<file path="src/rtl/ahdlc_rx_pkg.sv">
`timescale 1ns/1ps
package ahdlc_rx_pkg;
  localparam logic [7:0]  FLAG_CH  = 8'h7E;
  localparam logic [7:0]  ESC_CH   = 8'h7D;
  localparam logic [7:0]  XOR_MASK = 8'h20;
  localparam logic [15:0] CRC_INIT = 16'hFFFF;
  localparam logic [15:0] CRC_POLY = 16'h8408;
  localparam logic [15:0] CRC_GOOD = 16'hF0B8;

  // strobes from control to datapath, valid only for the current character
  typedef struct packed {
    logic       push;
    logic [7:0] val;
    logic       close;
    logic       abort;
  } rxStrobe_t;

  // byte-parallel reflected CRC-CCITT step
  function automatic logic [15:0] crcByte(input logic [15:0] c, input logic [7:0] d);
    logic [15:0] r;
    r = c ^ {8'h00, d};
    for (int i = 0; i < 8; i++)
      r = r[0] ? ((r >> 1) ^ CRC_POLY) : (r >> 1);
    return r;
  endfunction
endpackage

</file>
<file path="src/rtl/ahdlc_rx_ctrl.sv">
`timescale 1ns/1ps
module ahdlc_rx_ctrl
  import ahdlc_rx_pkg::*;
#(
  parameter int MAP_W = 32
) (
  input  logic             clk,
  input  logic             rstN,
  input  logic             chValid,
  input  logic [7:0]       chData,
  input  logic [MAP_W-1:0] ctrlMap,
  output rxStrobe_t        strobe
);
  localparam int IDX_W = $clog2(MAP_W);

  logic inFrame, escPend;
  logic nextIn, nextEsc;
  logic mapHit;

  assign mapHit = (int'(chData) < MAP_W) && ctrlMap[chData[IDX_W-1:0]];

  always_comb begin
    strobe  = '0;
    nextIn  = inFrame;
    nextEsc = escPend;
    if (chValid && !mapHit) begin
      if (chData == FLAG_CH) begin
        if (escPend)      strobe.abort = 1'b1;
        else if (inFrame) strobe.close = 1'b1;
        nextIn  = 1'b1;
        nextEsc = 1'b0;
      end else if (inFrame) begin
        if (escPend) begin
          strobe.push = 1'b1;
          strobe.val  = chData ^ XOR_MASK;
          nextEsc     = 1'b0;
        end else if (chData == ESC_CH) begin
          nextEsc = 1'b1;
        end else begin
          strobe.push = 1'b1;
          strobe.val  = chData;
        end
      end
    end
  end

  always_ff @(posedge clk) begin
    if (!rstN) begin
      inFrame <= 1'b0;
      escPend <= 1'b0;
    end else begin
      inFrame <= nextIn;
      escPend <= nextEsc;
    end
  end
endmodule

</file>
<file path="src/rtl/ahdlc_rx_datapath.sv">
`timescale 1ns/1ps
module ahdlc_rx_datapath
  import ahdlc_rx_pkg::*;
#(
  parameter int CNT_W   = 16,
  parameter int MIN_LEN = 4
) (
  input  logic       clk,
  input  logic       rstN,
  input  rxStrobe_t  strobe,
  output logic       outValid,
  output logic [7:0] outData,
  output logic       doneEvt,
  output logic       stGood,
  output logic       stCrcErr,
  output logic       stShort,
  output logic       stAbort
);
  localparam logic [CNT_W-1:0] CNT_MAX = '1;
  localparam logic [CNT_W-1:0] CNT_MIN = CNT_W'(MIN_LEN);
  localparam logic [CNT_W-1:0] CNT_TWO = CNT_W'(2);

  logic [15:0]      crcReg;
  logic [CNT_W-1:0] byteCnt;
  logic [7:0]       holdNew, holdOld;
  logic             isShort, crcOk;

  assign isShort = byteCnt < CNT_MIN;
  assign crcOk   = crcReg == CRC_GOOD;

  always_ff @(posedge clk) begin
    if (!rstN) begin
      crcReg   <= CRC_INIT;
      byteCnt  <= '0;
      holdNew  <= '0;
      holdOld  <= '0;
      outValid <= 1'b0;
      outData  <= '0;
      doneEvt  <= 1'b0;
      stGood   <= 1'b0;
      stCrcErr <= 1'b0;
      stShort  <= 1'b0;
      stAbort  <= 1'b0;
    end else begin
      outValid <= 1'b0;
      doneEvt  <= 1'b0;
      stGood   <= 1'b0;
      stCrcErr <= 1'b0;
      stShort  <= 1'b0;
      stAbort  <= 1'b0;
      if (strobe.push) begin
        crcReg  <= crcByte(crcReg, strobe.val);
        if (byteCnt != CNT_MAX) byteCnt <= byteCnt + 1'b1;
        holdNew <= strobe.val;
        holdOld <= holdNew;
        if (byteCnt >= CNT_TWO) begin
          outValid <= 1'b1;
          outData  <= holdOld;
        end
      end
      if (strobe.close) begin
        if (byteCnt != '0) begin
          doneEvt  <= 1'b1;
          stShort  <= isShort;
          stGood   <= !isShort && crcOk;
          stCrcErr <= !isShort && !crcOk;
        end
        crcReg  <= CRC_INIT;
        byteCnt <= '0;
      end
      if (strobe.abort) begin
        doneEvt <= 1'b1;
        stAbort <= 1'b1;
        crcReg  <= CRC_INIT;
        byteCnt <= '0;
      end
    end
  end
endmodule

</file>
<file path="src/rtl/ahdlc_rx_deframer.sv">
`timescale 1ns/1ps
module ahdlc_rx_deframer
  import ahdlc_rx_pkg::*;
#(
  parameter int MAP_W   = 32,
  parameter int CNT_W   = 16,
  parameter int MIN_LEN = 4
) (
  input  logic             clk,
  input  logic             rstN,
  input  logic             chValid,
  input  logic [7:0]       chData,
  input  logic [MAP_W-1:0] ctrlMap,
  output logic             outValid,
  output logic [7:0]       outData,
  output logic             doneEvt,
  output logic             stGood,
  output logic             stCrcErr,
  output logic             stShort,
  output logic             stAbort
);
  rxStrobe_t strobe;

  ahdlc_rx_ctrl #(.MAP_W(MAP_W)) u_ctrl (
    .clk(clk), .rstN(rstN), .chValid(chValid), .chData(chData),
    .ctrlMap(ctrlMap), .strobe(strobe)
  );

  ahdlc_rx_datapath #(.CNT_W(CNT_W), .MIN_LEN(MIN_LEN)) u_dp (
    .clk(clk), .rstN(rstN), .strobe(strobe),
    .outValid(outValid), .outData(outData), .doneEvt(doneEvt),
    .stGood(stGood), .stCrcErr(stCrcErr), .stShort(stShort), .stAbort(stAbort)
  );
endmodule

</file>
<file path="config.mk">
export PLATFORM = sky130hd
export DESIGN_NAME = ahdlc_rx_deframer
export DESIGN_NICKNAME = d
export VERILOG_FILES = /design/src/rtl/ahdlc_rx_pkg.sv /design/src/rtl/ahdlc_rx_ctrl.sv /design/src/rtl/ahdlc_rx_datapath.sv /design/src/rtl/ahdlc_rx_deframer.sv
export SDC_FILE = /design/constraint.sdc
export NUM_CORES = 1
export LEC_CHECK = 0
export BUFFER_PORTS_ARGS = -buffer_cell sky130_fd_sc_hd__buf_2
export CAP_MARGIN = 20
export CORE_MARGIN = 2
export CORE_UTILIZATION = 43
export DETAILED_ROUTE_END_ITERATION = 10
export HOLD_SLACK_MARGIN = 0.15
export PLACE_DENSITY_LB_ADDON = 0.05
export RECOVER_POWER = 25
export SLEW_MARGIN = 20
export SYNTH_ARGS = -nofsm -noshare
export SYNTH_HDL_FRONTEND = slang
export SYNTH_SLANG_ARGS = --single-unit
export TNS_END_PERCENT = 50
</file>
<file path="constraint.sdc">
create_clock -name clk -period 3.1 [get_ports clk]
set_input_delay 0.62 -clock clk [delete_from_list [all_inputs] [get_ports clk]]
set_output_delay 0.62 -clock clk [all_outputs]
set_load 0.03 [all_outputs]
</file>
Word-level counts from Yosys, hierarchy flattened:

Cells that the tools add are included.

* $add $sub $neg: 1
* mux-type cells: 28
* $lt $le $gt $ge: 4
* bitwise gates (word level): 11
* equal/unequal tests: 4
* reduce and logical (&&, ||, !) cells: 16

Operators by type and width (number)
* $mux 16: 8
* $mux 9: 4
* $not 2->3: 8
* $add 16x1->16 const B: 1
* $eq 16x16->1 const B: 1
* $eq 8x7->1 const B: 2
* $ge 16x2->1 const B: 1
* $lt 16x3->1 const B: 1
* $ne 16x16->1 const B: 1
* $reduce_bool 16->1: 1
* $xor 16x8->16: 1
* $mux 1: 13
* $mux 11: 1
* $reduce_and 2->1: 5
* $lt 8x6->1 const B: 1
* $lt 5x6->1 const B: 1
* $bmux 1 s5: 1
* $logic_and 1x1->1: 4
* $logic_not 1->1: 3
* $reduce_and 3->1: 1
* $reduce_or 3->1: 1
* $mux 2: 1
* $not 1->1: 2
* $reduce_bool 2->1: 1

* output and inout bits: 14
* bits of input ports: 43
* word-level logic and storage cells: 77
* register bits: 64

Longest topological paths before layout:

Gate-level depths: netlist (run 1).

* depth in word-level cells: 23
* gate-level depth with buffers: 11
* mapped depth without buffers: 7

Modules after synthesis:

Synthesis (run 1) repeated with hierarchy kept, for this count alone.

* cells, all modules: 377
* area total of the unflattened synthesis: 3415.8 um^2

By module, submodules not included
* ahdlc_rx_datapath: area each 2825.2 um^2, seq. area each 1241.2 um^2, times used 1, cells each 307
* ahdlc_rx_ctrl: area each 590.6 um^2, seq. area each 40.0 um^2, times used 1, cells each 70

Worst setup path before layout (run 1):

No wires, ideal clock.

* path type: input to register
* start point: in chData[0]
* end point: reg u_dp.byteCnt[15]
* stages on the path: 8
* required time: 3028 ps
* arrival time: 2636 ps
* setup slack: 392 ps
* buffers on the path: 1
* path through: buf_6 mux4_2 a22o_1 or3_4 a31oi_2 nand2_2 or4_1 a21oi_1

* word-level cells in the longest chain between the ends: 7
* elaborated cells on any way between the ends: 16

RTL lines
* start: declaration: RTL line ahdlc_rx_deframer.sv:12 `input logic [7:0] chData,`
* $bmux 1 s5 or $eq 8x7->1 (tied branches): RTL line ahdlc_rx_ctrl.sv:20, ahdlc_rx_ctrl.sv:37
* $mux 1 (not written as such) or $mux 9 (tied branches): RTL line ahdlc_rx_ctrl.sv:20, ahdlc_rx_ctrl.sv:37
* $logic_and 1x1->1 or $mux 9 (tied branches): RTL line ahdlc_rx_ctrl.sv:20, ahdlc_rx_ctrl.sv:33
* $logic_not 1->1 or $mux 9 (tied branches): RTL line ahdlc_rx_ctrl.sv:26, ahdlc_rx_ctrl.sv:32
* $logic_and 1x1->1 or $mux 9 (tied branches): RTL line ahdlc_rx_ctrl.sv:26, ahdlc_rx_ctrl.sv:27
* $mux 11 (*): RTL line ahdlc_rx_ctrl.sv:26 `if (chValid && !mapHit) begin`
* $reduce_or 3->1 (no line) or $reduce_and 2->1 (tied branches)
* end signal: assignment: RTL line ahdlc_rx_datapath.sv:53 `if (byteCnt != CNT_MAX) byteCnt <= byteCnt + 1'b1;`
* end: declaration: RTL line ahdlc_rx_datapath.sv:24 `logic [CNT_W-1:0] byteCnt;`

Every way passes the cells marked *; elsewhere a longest branch is shown, timed or not. The select of a mux whose other input is x is not followed.
A chain may end at the register's enable or synchronous reset.

Worst setup path in the final report (run 1):

* start point: in chData[2]
* end point: reg u_dp.byteCnt[7]

The elaborated chain is that of the path after synthesis.

==> results by group, run 1 <==
Status
  • Outcome: complete, no violations

Floorplan
  • # rows: 31
  • Die X: 91.7 µm
  • DIE HEIGHT: 91.7 µm
  • Die Area: 8410 µm²
  • Initial Utilization: 44.9%
  • Core area: 7370 µm²
  • # IOs: 57

STA
  • FMAX: 356 MHz
  • Worst slew margin: 62.6%
  • Setup Skew: 0.00926 ns
  • Fin crit share: 90.5%
  • RSZ-0062 raised after global routing: false
  • Worst-margin pin slew: about 0.56 ns
  • Final worst path period need: 2.81 ns
  • Setup tns final: 0 ns
  • Final Setup Violations: 0
  • Hold Violations, Final: 0
  • Max Transition Viols Final: 0

Setup path
  • Crit path launch: chData[2]
  • Cell chain of the critical path: clkbuf_1 > buf_4 > mux4_2 > nor2_1 > o221ai_1 > a31oi_2 > buf_4 > buf_4 > nand4_1 > xor2_1 > nor2_1
  • Crit path capture type: flop
  • Crit path kind: in -> reg
  • R2R depth: 8
  • WP data arrival: 3.04 ns
  • Setup slack, reg-to-reg: 0.65 ns
  • Reg-to-reg startpoint: u_dp.byteCnt[4]
  • Setup crit start kind: primary input
  • Max stage delay on crit path: 0.40 ns
  • Critical-path maximum fanout: 11
  • CP dominant cell by count: buf_4
  • R2r endpoint: u_dp.byteCnt[0]
  • Worst EP required: 3.34 ns
  • Critical-path top delay cell: clkbuf_1

Clocking
  • Post-CTS sizing: 0
  • CTS tree: yes
  • TritonCTS buffer count: 9
  • Setup bufs post-CTS: 0
  • CTS root buf: clkbuf_8
  • Clock-pin slew on the worst setup and hold paths: about 0.08 ns
  • Clock Sinks: 64
  • Clk Latency, worst-skew pair: 0.35 ns
  • Longest Clk Path Bufs: 2
  • Hold_buf cts: 0
  • Htree depth: 3

Min path
  • Hold endpoint: u_dp.holdNew[1]
  • Worst hold path startpoint: u_dp.holdNew[1]
  • Worst hold stages: 2
  • Worst Hold Class: reg -> reg

Drt
  • Avg Vias per Cell: 5.25
  • Final WL: 7.78 mm
  • DRT antenna net count: 0
  • DR DRC count: 0
  • First-pass DRT Iterations: 4
  • Vias: 2883
  • DR iter-0 viols: 154
  • Drt wl/cell: between 10 and 15 µm

Global route
  • Total track usage: between 10% and 20%
  • Largest net degree at the start of global routing: 27
  • Initial antenna violation count: 0
  • Vias in the first global route: approximately 2800
  • Global-route wire length before repair: between 10 and 15 mm
  • Grt ovf: 0

Yosys
  • Syn nets: about 430
  • Ys flop type: dfxtp_1
  • Asr flop ratio synth: 0%
  • Synth top area cells: dfxtp_1 39%, xnor2_1 6.4%, xor2_1 5.6%
  • Yosys top cell by area: dfxtp_1
  • Synth Register Bits: 64
  • Post-synth EDFFs: 0
  • Synth warnings: 0
  • Sequential-to-total area share from yosys stat: 38.7%
  • Mapped Cells: 381
  • Yosys top cell area share: 38.7%
  • Mean post-synth cell area: roughly 8.7 µm²
  • Yosys cell types: 58
  • Mapped cell area: 3310 µm²

Finish
  • Area grow syn2layout: 20.5%
  • N_diodes: 0
  • Commonest non-fill, non-tap cell in the layout: dfxtp_1
  • Most frequent cells in the layout: 64 x dfxtp_1, 48 x nand2_1, 45 x nor2_1, 41 x buf_2, 24 x xnor2_1
  • Share of cells above drive strength 1: between 10% and 20%
  • Nets: between 400 and 500
  • Final core occ: 54.1%
  • Final Instance Area: 3990 µm²

Placement
  • Detailed Place HPWL: ~5.7 mm
  • Final Wtd Congestion: 0.854
  • Placed Instance Area: 3750 µm²
  • Number of I/O port buffers: 56

Power and ir drop
  • Overall Power: 1.85 mW
  • Power per cell area: 463 nW/µm²
  • Leak: 1.51 nW
  • Maximum vdd drop: between 200 and 250 µV

Job
  • Max-cap violations: 0
cell type report:
cell class / count / area [µm²]
clock buffers: 10 / 138
flip-flops and latches: 64 / 1280
repair buffers: 74 / 409
well taps: 99 / 124
inverters: 7 / 26.3
clock inverters: 6 / 114
fillers: 721 / 3380
multi-input cells: 289 / 1890
worst max-delay path, delay by kind of cell:
| kind | cells | cell delay [ns] |
|---|---|---|
| mux | 1 | 0.29 |
| simple gates | 3 | 0.30 |
| xor+xnor | 1 | 0.18 |
| buf+inv | 4 | 1.08 |
| compound gates | 2 | 0.56 |
cell usage after synthesis (all sizes together) (3+ instances only):
cell type / count
dfxtp: 64
nand2: 49
nor2: 45
xnor2: 24
a21oi: 23
nand3: 23
xor2: 21
mux2i: 12
clkbuf: 11
buf: 10
nand4: 8
o211ai: 8
o21ai: 8
and3: 7
inv: 6
mux4: 6
and2: 5
nor3: 5
nor4: 4
or3: 4
nor2b: 3
metrics by stage:
step | hold WS [ns] | setup WS, ns | std cells
5_1_grt | 0.475 | 0.117 | 549
3_5_place_dp | 0.445 | -0.0461 | 532
4_1_cts | 0.456 | 0.321 | 548
6_report | 0.453 | 0.293 | 549
3_3_place_gp | 0.442 | 0.0540 | 532
2_1_floorplan | 0.432 | 0.392 | 381
cells by family after synthesis:
group | Yosys count | share of synthesized area, %
DFF | 64 | 38.7
xor gates and xnor gates | 46 | 12.6
muxes | 19 | 8.40
adders and majority gates | 2 | 0.756
buffers and inverters | 28 | 3.90
AOI/OAI and AO/OA | 59 | 12.0
and+or+nand+nor | 163 | 23.6
power by group:
group          internal, mW  switching, mW
sequential            0.822       0.000404
clock                 0.558          0.344
combinational        0.0591         0.0615
total                  1.44          0.406
flip-flops by register name, indices dropped and copies added, names as in the netlist:
signal,count
u_dp.stAbort,1
u_dp.stGood,1
u_dp.stShort,1
u_dp.holdOld,8
u_dp.outValid,1
u_ctrl.escPend,1
u_dp.byteCnt,16
u_dp.crcReg,16
u_dp.holdNew,8
u_dp.doneEvt,1
u_dp.outData,8
u_ctrl.inFrame,1
u_dp.stCrcErr,1
per-layer routing:
layer	routed length, µm	track usage, %
met3	390	4.27
met1	3680	26.2
met5	0	0
met2	3590	31.6
met4	110	6.72
worst max-delay path by stage:
stage,cells past startpoint,end
6_report,11,u_dp.byteCnt[7]
5_1_grt,11,u_dp.byteCnt[7]
4_1_cts,10,u_dp.byteCnt[7]
3_5_place_dp,10,u_dp.byteCnt[7]
3_3_place_gp,9,u_dp.byteCnt[13]
2_1_floorplan,8,u_dp.byteCnt[15]
Power figures use the tool's default switching activity.
==> run 2: changes to the inputs <==
Settings changed: BUFFER_PORTS_ARGS -buffer_cell sky130_fd_sc_hd__buf_2 to -buffer_cell sky130_fd_sc_hd__buf_4, CTS_BUF_LIST set to sky130_fd_sc_hd__clkbuf_16.
==> results by group, run 2 (synthesis results as in run 1) <==
STA
  • Final Setup Violations: 0 (unchanged)
  • Max Transition Viols Final: 0 (unchanged)
  • Setup tns final: 0 ns (unchanged)
  • Worst slew margin: 32.4% (was 62.6%)
  • Fin crit share: 89.1% (was 90.5%)
  • RSZ-0062 raised after global routing: false (unchanged)
  • Setup Skew: 0.00786 ns (was 0.00926 ns)
  • Hold Violations, Final: 0 (unchanged)
  • Worst-margin pin slew: 1.01 ns (was 0.559 ns)
  • FMAX: 362 MHz (was 356 MHz)
  • Setup ws final: 0.337 ns (was 0.293 ns)
  • Final worst path period need: 2.76 ns (was 2.81 ns)

Drt
  • Final WL: 7.71 mm (was 7.78 mm)
  • DR DRC count: 0 (unchanged)
  • Avg Vias per Cell: 5.24 (was 5.25)
  • DR iter-0 viols: 119 (was 154)
  • Vias: 2857 (was 2883)
  • Drt wl/cell: 14.1 µm (was 14.2 µm)
  • First-pass DRT Iterations: 4 (unchanged)
  • DRT antenna net count: 0 (unchanged)

Setup path
  • Crit path kind: in -> reg (unchanged)
  • Worst EP required: 3.35 ns (was 3.34 ns)
  • R2r endpoint: u_dp.byteCnt[0] (unchanged)
  • Crit path capture type: flop (unchanged)
  • Critical-path maximum fanout: 11 (unchanged)
  • CP dominant cell by count: buf_4 (unchanged)
  • Cell chain of the critical path: buf_4 > mux4_1 > a22o_1 > or3_4 > a31oi_2 > buf_4 > nand3_2 > or3_1 > a21oi_1 (was clkbuf_1 > buf_4 > mux4_2 > nor2_1 > o221ai_1 > a31oi_2 > buf_4 > buf_4 > nand4_1 > xor2_1 > nor2_1)
  • Critical-path top delay cell: mux4_1 (was clkbuf_1)
  • Max stage delay on crit path: 0.54 ns (was 0.40 ns)
  • R2R depth: 8 (unchanged)
  • WP data arrival: 3.02 ns (was 3.04 ns)
  • Reg-to-reg startpoint: u_dp.byteCnt[4] (unchanged)
  • Setup slack, reg-to-reg: 0.66 ns (was 0.65 ns)
  • Setup crit start kind: primary input (unchanged)

Clocking
  • Setup bufs post-CTS: 0 (unchanged)
  • TritonCTS buffer count: 9 (unchanged)
  • CTS root buf: clkbuf_16 (was clkbuf_8)
  • Clk Latency, worst-skew pair: 0.33 ns (was 0.35 ns)
  • Clock-pin slew on the worst setup and hold paths: 0.06 ns (was 0.08 ns)
  • CTS tree: yes (unchanged)
  • Clock Sinks: 64 (unchanged)
  • Hold_buf cts: 0 (unchanged)
  • Longest Clk Path Bufs: 2 (unchanged)
  • Post-CTS sizing: 0 (unchanged)
  • Htree depth: 3 (unchanged)

Global route
  • Vias in the first global route: 2636 (was 2752)
  • Total track usage: 19.0% (was 19.7%)
  • Largest net degree at the start of global routing: 27 (unchanged)
  • Grt ovf: 0 (unchanged)
  • Global-route wire length before repair: 12.8 mm (was 13.2 mm)
  • Initial antenna violation count: 0 (unchanged)

Floorplan
  • DIE HEIGHT: 91.7 µm (unchanged)
  • # IOs: 57 (unchanged)
  • Die Area: 8410 µm² (unchanged)
  • # rows: 31 (unchanged)
  • Core area: 7370 µm² (unchanged)
  • Initial Utilization: 44.9% (unchanged)
  • Die X: 91.7 µm (unchanged)

Finish
  • Most frequent cells in the layout: 64 x dfxtp_1, 54 x buf_4, 48 x nand2_1, 45 x nor2_1, 24 x xnor2_1 (was 64 x dfxtp_1, 48 x nand2_1, 45 x nor2_1, 41 x buf_2, 24 x xnor2_1)
  • Share of cells above drive strength 1: 18.8% (was 19.3%)
  • N_diodes: 0 (unchanged)
  • Fillers: 688 (was 721)
  • Area grow syn2layout: 25.8% (was 20.5%)
  • Commonest non-fill, non-tap cell in the layout: dfxtp_1 (unchanged)
  • Top Registers: u_dp.byteCnt x16, u_dp.crcReg x16 (unchanged)
  • Nets: 486 (was 490)

Placement
  • Detailed Place HPWL: 5.58 mm (was 5.68 mm)
  • Post-Place Setup Slack: 0.00456 ns (was -0.0461 ns)
  • Number of I/O port buffers: 56 (unchanged)
  • Final Wtd Congestion: 0.875 (was 0.854)

Power and ir drop
  • Maximum vdd drop: 227 µV (was 225 µV)
  • Power per cell area: 513 nW/µm² (was 463 nW/µm²)
  • Leak: 1.57 nW (was 1.51 nW)

Min path
  • Hold endpoint: u_dp.holdOld[3] (was u_dp.holdNew[1])
  • Worst hold stages: 2 (unchanged)
  • Worst Hold Class: reg -> reg (unchanged)
  • Worst hold path startpoint: u_dp.holdNew[3] (was u_dp.holdNew[1])

Job
  • Max-cap violations: 0 (unchanged)

Status
  • Outcome: complete, no violations (unchanged)
-- run 2: cell count changes in the layout (fill, tap and decap cells not counted) --
cell        delta
a211oi_1       -1
clkinvlp_4     -2
clkbuf_8      -10
buf_2         -41
a211oi_2       +1
inv_6          +2
clkbuf_16      +9
buf_4         +37
clkinv_4       +1
-- run 2: worst max-delay path by stage --
stage                         start                to  slack, ns  depth (start not counted)
after CTS                 chData[0]  u_dp.byteCnt[13]       0.34                          9
after floorplan           chData[0]  u_dp.byteCnt[15]       0.39                          8
after global placement    chData[0]  u_dp.byteCnt[13]       0.06                          9
after global routing      chData[0]  u_dp.byteCnt[13]       0.25                          9
after detailed placement  chData[0]  u_dp.byteCnt[13]      0.005                          9
final                     chData[0]  u_dp.byteCnt[13]       0.34                          9
-- run 2: worst max-delay path: cells and delay by family --
| kind | cells | cell delay, ns |
|---|---|---|
| AO/OA/AOI/OAI | 3 | 0.68 |
| buffers and inverters | 2 | 0.36 |
| multiplexers | 1 | 0.54 |
| AND/OR/NAND/NOR | 3 | 0.81 |
-- run 2: area by class of cell --
type / instances / area [µm²] / share of cell area [%]
Clock inverter: 7 / 125 / 3.01
Sequential cell: 64 / 1280 / 30.8
Tap cell: 99 / 124 / 2.98
Clock buffer: 9 / 225 / 5.41
Timing Repair Buffer: 70 / 482 / 11.6
Inverter: 7 / 26.3 / 0.631
Multi-Input combinational cell: 289 / 1900 / 45.6
-- run 2: stage by stage --
step / std cells / hold WS, ns / utilization (%) / power (mW) / cell area [µm²]
6_report: 545 / 0.451 / 56.5 / 2.13 / 4160
5_1_grt: 545 / 0.471 / 56.5 / 2.20 / 4160
4_1_cts: 545 / 0.451 / 57.2 / 2.16 / 4220
3_5_place_dp: 529 / 0.445 / 52.5 / 0.975 / 3870
3_3_place_gp: 529 / 0.440 / 52.5 / 0.973 / 3870
2_1_floorplan: 381 / 0.432 / - / 0.917 / 3310
-- run 2: routing by layer --
layer,wire length [µm],track usage (%)
met4,121,7.09
met2,3540,29.8
met3,399,4.35
met1,3650,25.5
met5,0,0
-- run 2: report_power, final --
group	total (mW)	internal, mW	switching (mW)
logic	0.133	0.0719	0.0608
clock network	1.18	0.795	0.383
registers	0.823	0.823	0.000404
total	2.13	1.69	0.445
==> run 3: changes to the inputs <==
Settings changed: CELL_PAD_IN_SITES_DETAIL_PLACEMENT set to 1, CELL_PAD_IN_SITES_GLOBAL_PLACEMENT set to 1, CORE_UTILIZATION 43 to 42.
==> results by group, run 3 (synthesis results as in run 1) <==
STA
  • Setup tns final: 0 ns (unchanged)
  • Hold Violations, Final: 0 (unchanged)
  • Final worst path period need: 2.72 ns (was 2.76 ns)
  • FMAX: 368 MHz (was 362 MHz)
  • RSZ-0062 raised after global routing: false (unchanged)
  • Worst-margin pin slew: 0.666 ns (was 1.01 ns)
  • Max Transition Viols Final: 0 (unchanged)
  • Setup Skew: 0.00671 ns (was 0.00786 ns)
  • Fin crit share: 87.7% (was 89.1%)
  • Worst slew margin: 55.5% (was 32.4%)
  • Worst hold slack: 0.451 ns (about the same)
  • Final Setup Violations: 0 (unchanged)

Floorplan
  • # rows: 32 (was 31)
  • DIE HEIGHT: 92.8 µm (was 91.7 µm)
  • Initial Utilization: 43.0% (was 44.9%)
  • Core area: 7690 µm² (was 7370 µm²)
  • Die X: 92.8 µm (was 91.7 µm)
  • Die Area: 8600 µm² (was 8410 µm²)
  • # IOs: 57 (unchanged)

Min path
  • Hold endpoint: u_dp.holdOld[3] (unchanged)
  • Worst hold stages: 2 (unchanged)
  • Worst Hold Class: reg -> reg (unchanged)
  • Worst hold path startpoint: u_dp.holdNew[3] (unchanged)

Clocking
  • Clock-pin slew on the worst setup and hold paths: 0.05 ns (was 0.06 ns)
  • TritonCTS buffer count: 9 (unchanged)
  • Clk Latency, worst-skew pair: 0.32 ns (was 0.33 ns)
  • CTS root buf: clkbuf_16 (unchanged)
  • Post-CTS sizing: 0 (unchanged)
  • Htree depth: 3 (unchanged)
  • Clock Sinks: 64 (unchanged)
  • Longest Clk Path Bufs: 2 (unchanged)
  • Setup bufs post-CTS: 0 (unchanged)
  • CTS tree: yes (unchanged)
  • Hold_buf cts: 0 (unchanged)

Status
  • Outcome: complete, no violations (unchanged)

Global route
  • Total track usage: 21.6% (was 19.0%)
  • Largest net degree at the start of global routing: 27 (unchanged)
  • Grt ovf: 0 (unchanged)
  • Global-route wire length before repair: 14.7 mm (was 12.8 mm)
  • Initial antenna violation count: 0 (unchanged)
  • Vias in the first global route: 3012 (was 2636)

Finish
  • N_diodes: 0 (unchanged)
  • Commonest non-fill, non-tap cell in the layout: dfxtp_1 (unchanged)
  • Share of cells above drive strength 1: 18.6% (was 18.8%)
  • Final Instance Area: 4090 µm² (was 4160 µm²)
  • Area grow syn2layout: 23.5% (was 25.8%)
  • Nets: 487 (was 486)
  • Top Registers: u_dp.byteCnt x16, u_dp.crcReg x16 (unchanged)
  • Most frequent cells in the layout: 64 x dfxtp_1, 56 x buf_4, 48 x nand2_1, 44 x nor2_1, 24 x xnor2_1 (was 64 x dfxtp_1, 54 x buf_4, 48 x nand2_1, 45 x nor2_1, 24 x xnor2_1)

Setup path
  • Crit path capture type: flop (unchanged)
  • Critical-path maximum fanout: 16 (was 11)
  • Worst EP required: 3.32 ns (was 3.35 ns)
  • WP data arrival: 2.94 ns (was 3.02 ns)
  • Reg-to-reg startpoint: u_dp.byteCnt[3] (was u_dp.byteCnt[4])
  • Setup slack, reg-to-reg: 0.63 ns (was 0.66 ns)
  • R2r endpoint: u_dp.byteCnt[0] (unchanged)
  • Crit path kind: in -> reg (unchanged)
  • Setup crit start kind: primary input (unchanged)
  • R2R depth: 8 (unchanged)

Drt
  • Vias: 2931 (was 2857)
  • First-pass DRT Iterations: 4 (unchanged)
  • Drt wl/cell: 15.9 µm (was 14.1 µm)
  • Final WL: 8.73 mm (was 7.71 mm)
  • DR iter-0 viols: 71 (was 119)
  • Avg Vias per Cell: 5.34 (was 5.24)
  • DRT antenna net count: 0 (unchanged)
  • DR DRC count: 0 (unchanged)

Power and ir drop
  • Power per cell area: 448 nW/µm² (was 513 nW/µm²)
  • Maximum vdd drop: 226 µV (was 227 µV)
  • Leak: 1.55 nW (was 1.57 nW)
  • Overall Power: 1.83 mW (was 2.13 mW)

Job
  • Max-cap violations: 0 (unchanged)

Placement
  • Final Wtd Congestion: 0.859 (was 0.875)
  • Number of I/O port buffers: 56 (unchanged)
  • Placed Instance Area: 3880 µm² (was 3870 µm²)
  • Detailed Place HPWL: 6.52 mm (was 5.58 mm)
## run 3: cell types whose count changed in the layout (fill, tap and decap cells not counted), moves of 2 or more
cell and delta:
inv_6 -3, clkinv_2 +2, bufinv_16 -3, buf_4 +2
inv_1 +3
## run 3: how the worst max path moves through the flow
| stage | to | from | slack, ns | cells after the start |
|---|---|---|---|---|
| after floorplan | u_dp.byteCnt[15] | chData[0] | 0.39 | 8 |
| after global placement | u_dp.byteCnt[2] | chData[0] | 0.11 | 10 |
| after detailed placement | u_dp.byteCnt[10] | chData[0] | 0.04 | 10 |
| after CTS | u_dp.byteCnt[11] | chData[0] | 0.36 | 10 |
| after global routing | u_dp.byteCnt[9] | chData[0] | 0.22 | 10 |
| final | u_dp.byteCnt[10] | chData[0] | 0.38 | 10 |
## run 3: area by class of cell
class                   instances  area, µm²
fillers                       953       3600
multi-input cells             289       1900
flip-flops and latches         64       1280
repair buffers                 71        493
clock buffers                   9        225
well taps                     102        128
clock inverters                 7       32.5
inverters                       7       26.3
## run 3: report_power, final
group          leakage (nW)  switching [mW]  internal [mW]
combinational         0.898          0.0650         0.0731
sequential            0.516        0.000403          0.824
clock                 0.136           0.345          0.525
total                  1.55           0.410           1.42
## run 3: worst max-delay path, cell delays in order
cell and delay [ns]:
buf_4 0.12, mux4_1 0.55, a22o_1 0.24, or3_4 0.39, a31oi_2 0.29, buf_4 0.17, buf_4 0.22, nand4_1 0.12
xor2_1 0.16, nor2_1 0.05
## run 3: stage by stage
stage,setup slack [ns],util [%],instances
6_report,0.380,53.2,549
5_1_grt,0.220,53.2,549
4_1_cts,0.357,53.8,549
3_5_place_dp,0.0436,50.5,533
3_3_place_gp,0.111,50.5,533
2_1_floorplan,0.392,-,381
## run 3: routing by layer
layer | track usage (%) | vias to the layer above | share of wire, %
li1 | - | 1460 | -
met1 | 28.0 | 1394 | 48
met2 | 36.5 | 65 | 47
met3 | 4.23 | 12 | 3.6
met4 | 6.37 | 0 | 1.5
met5 | 0 | - | 0
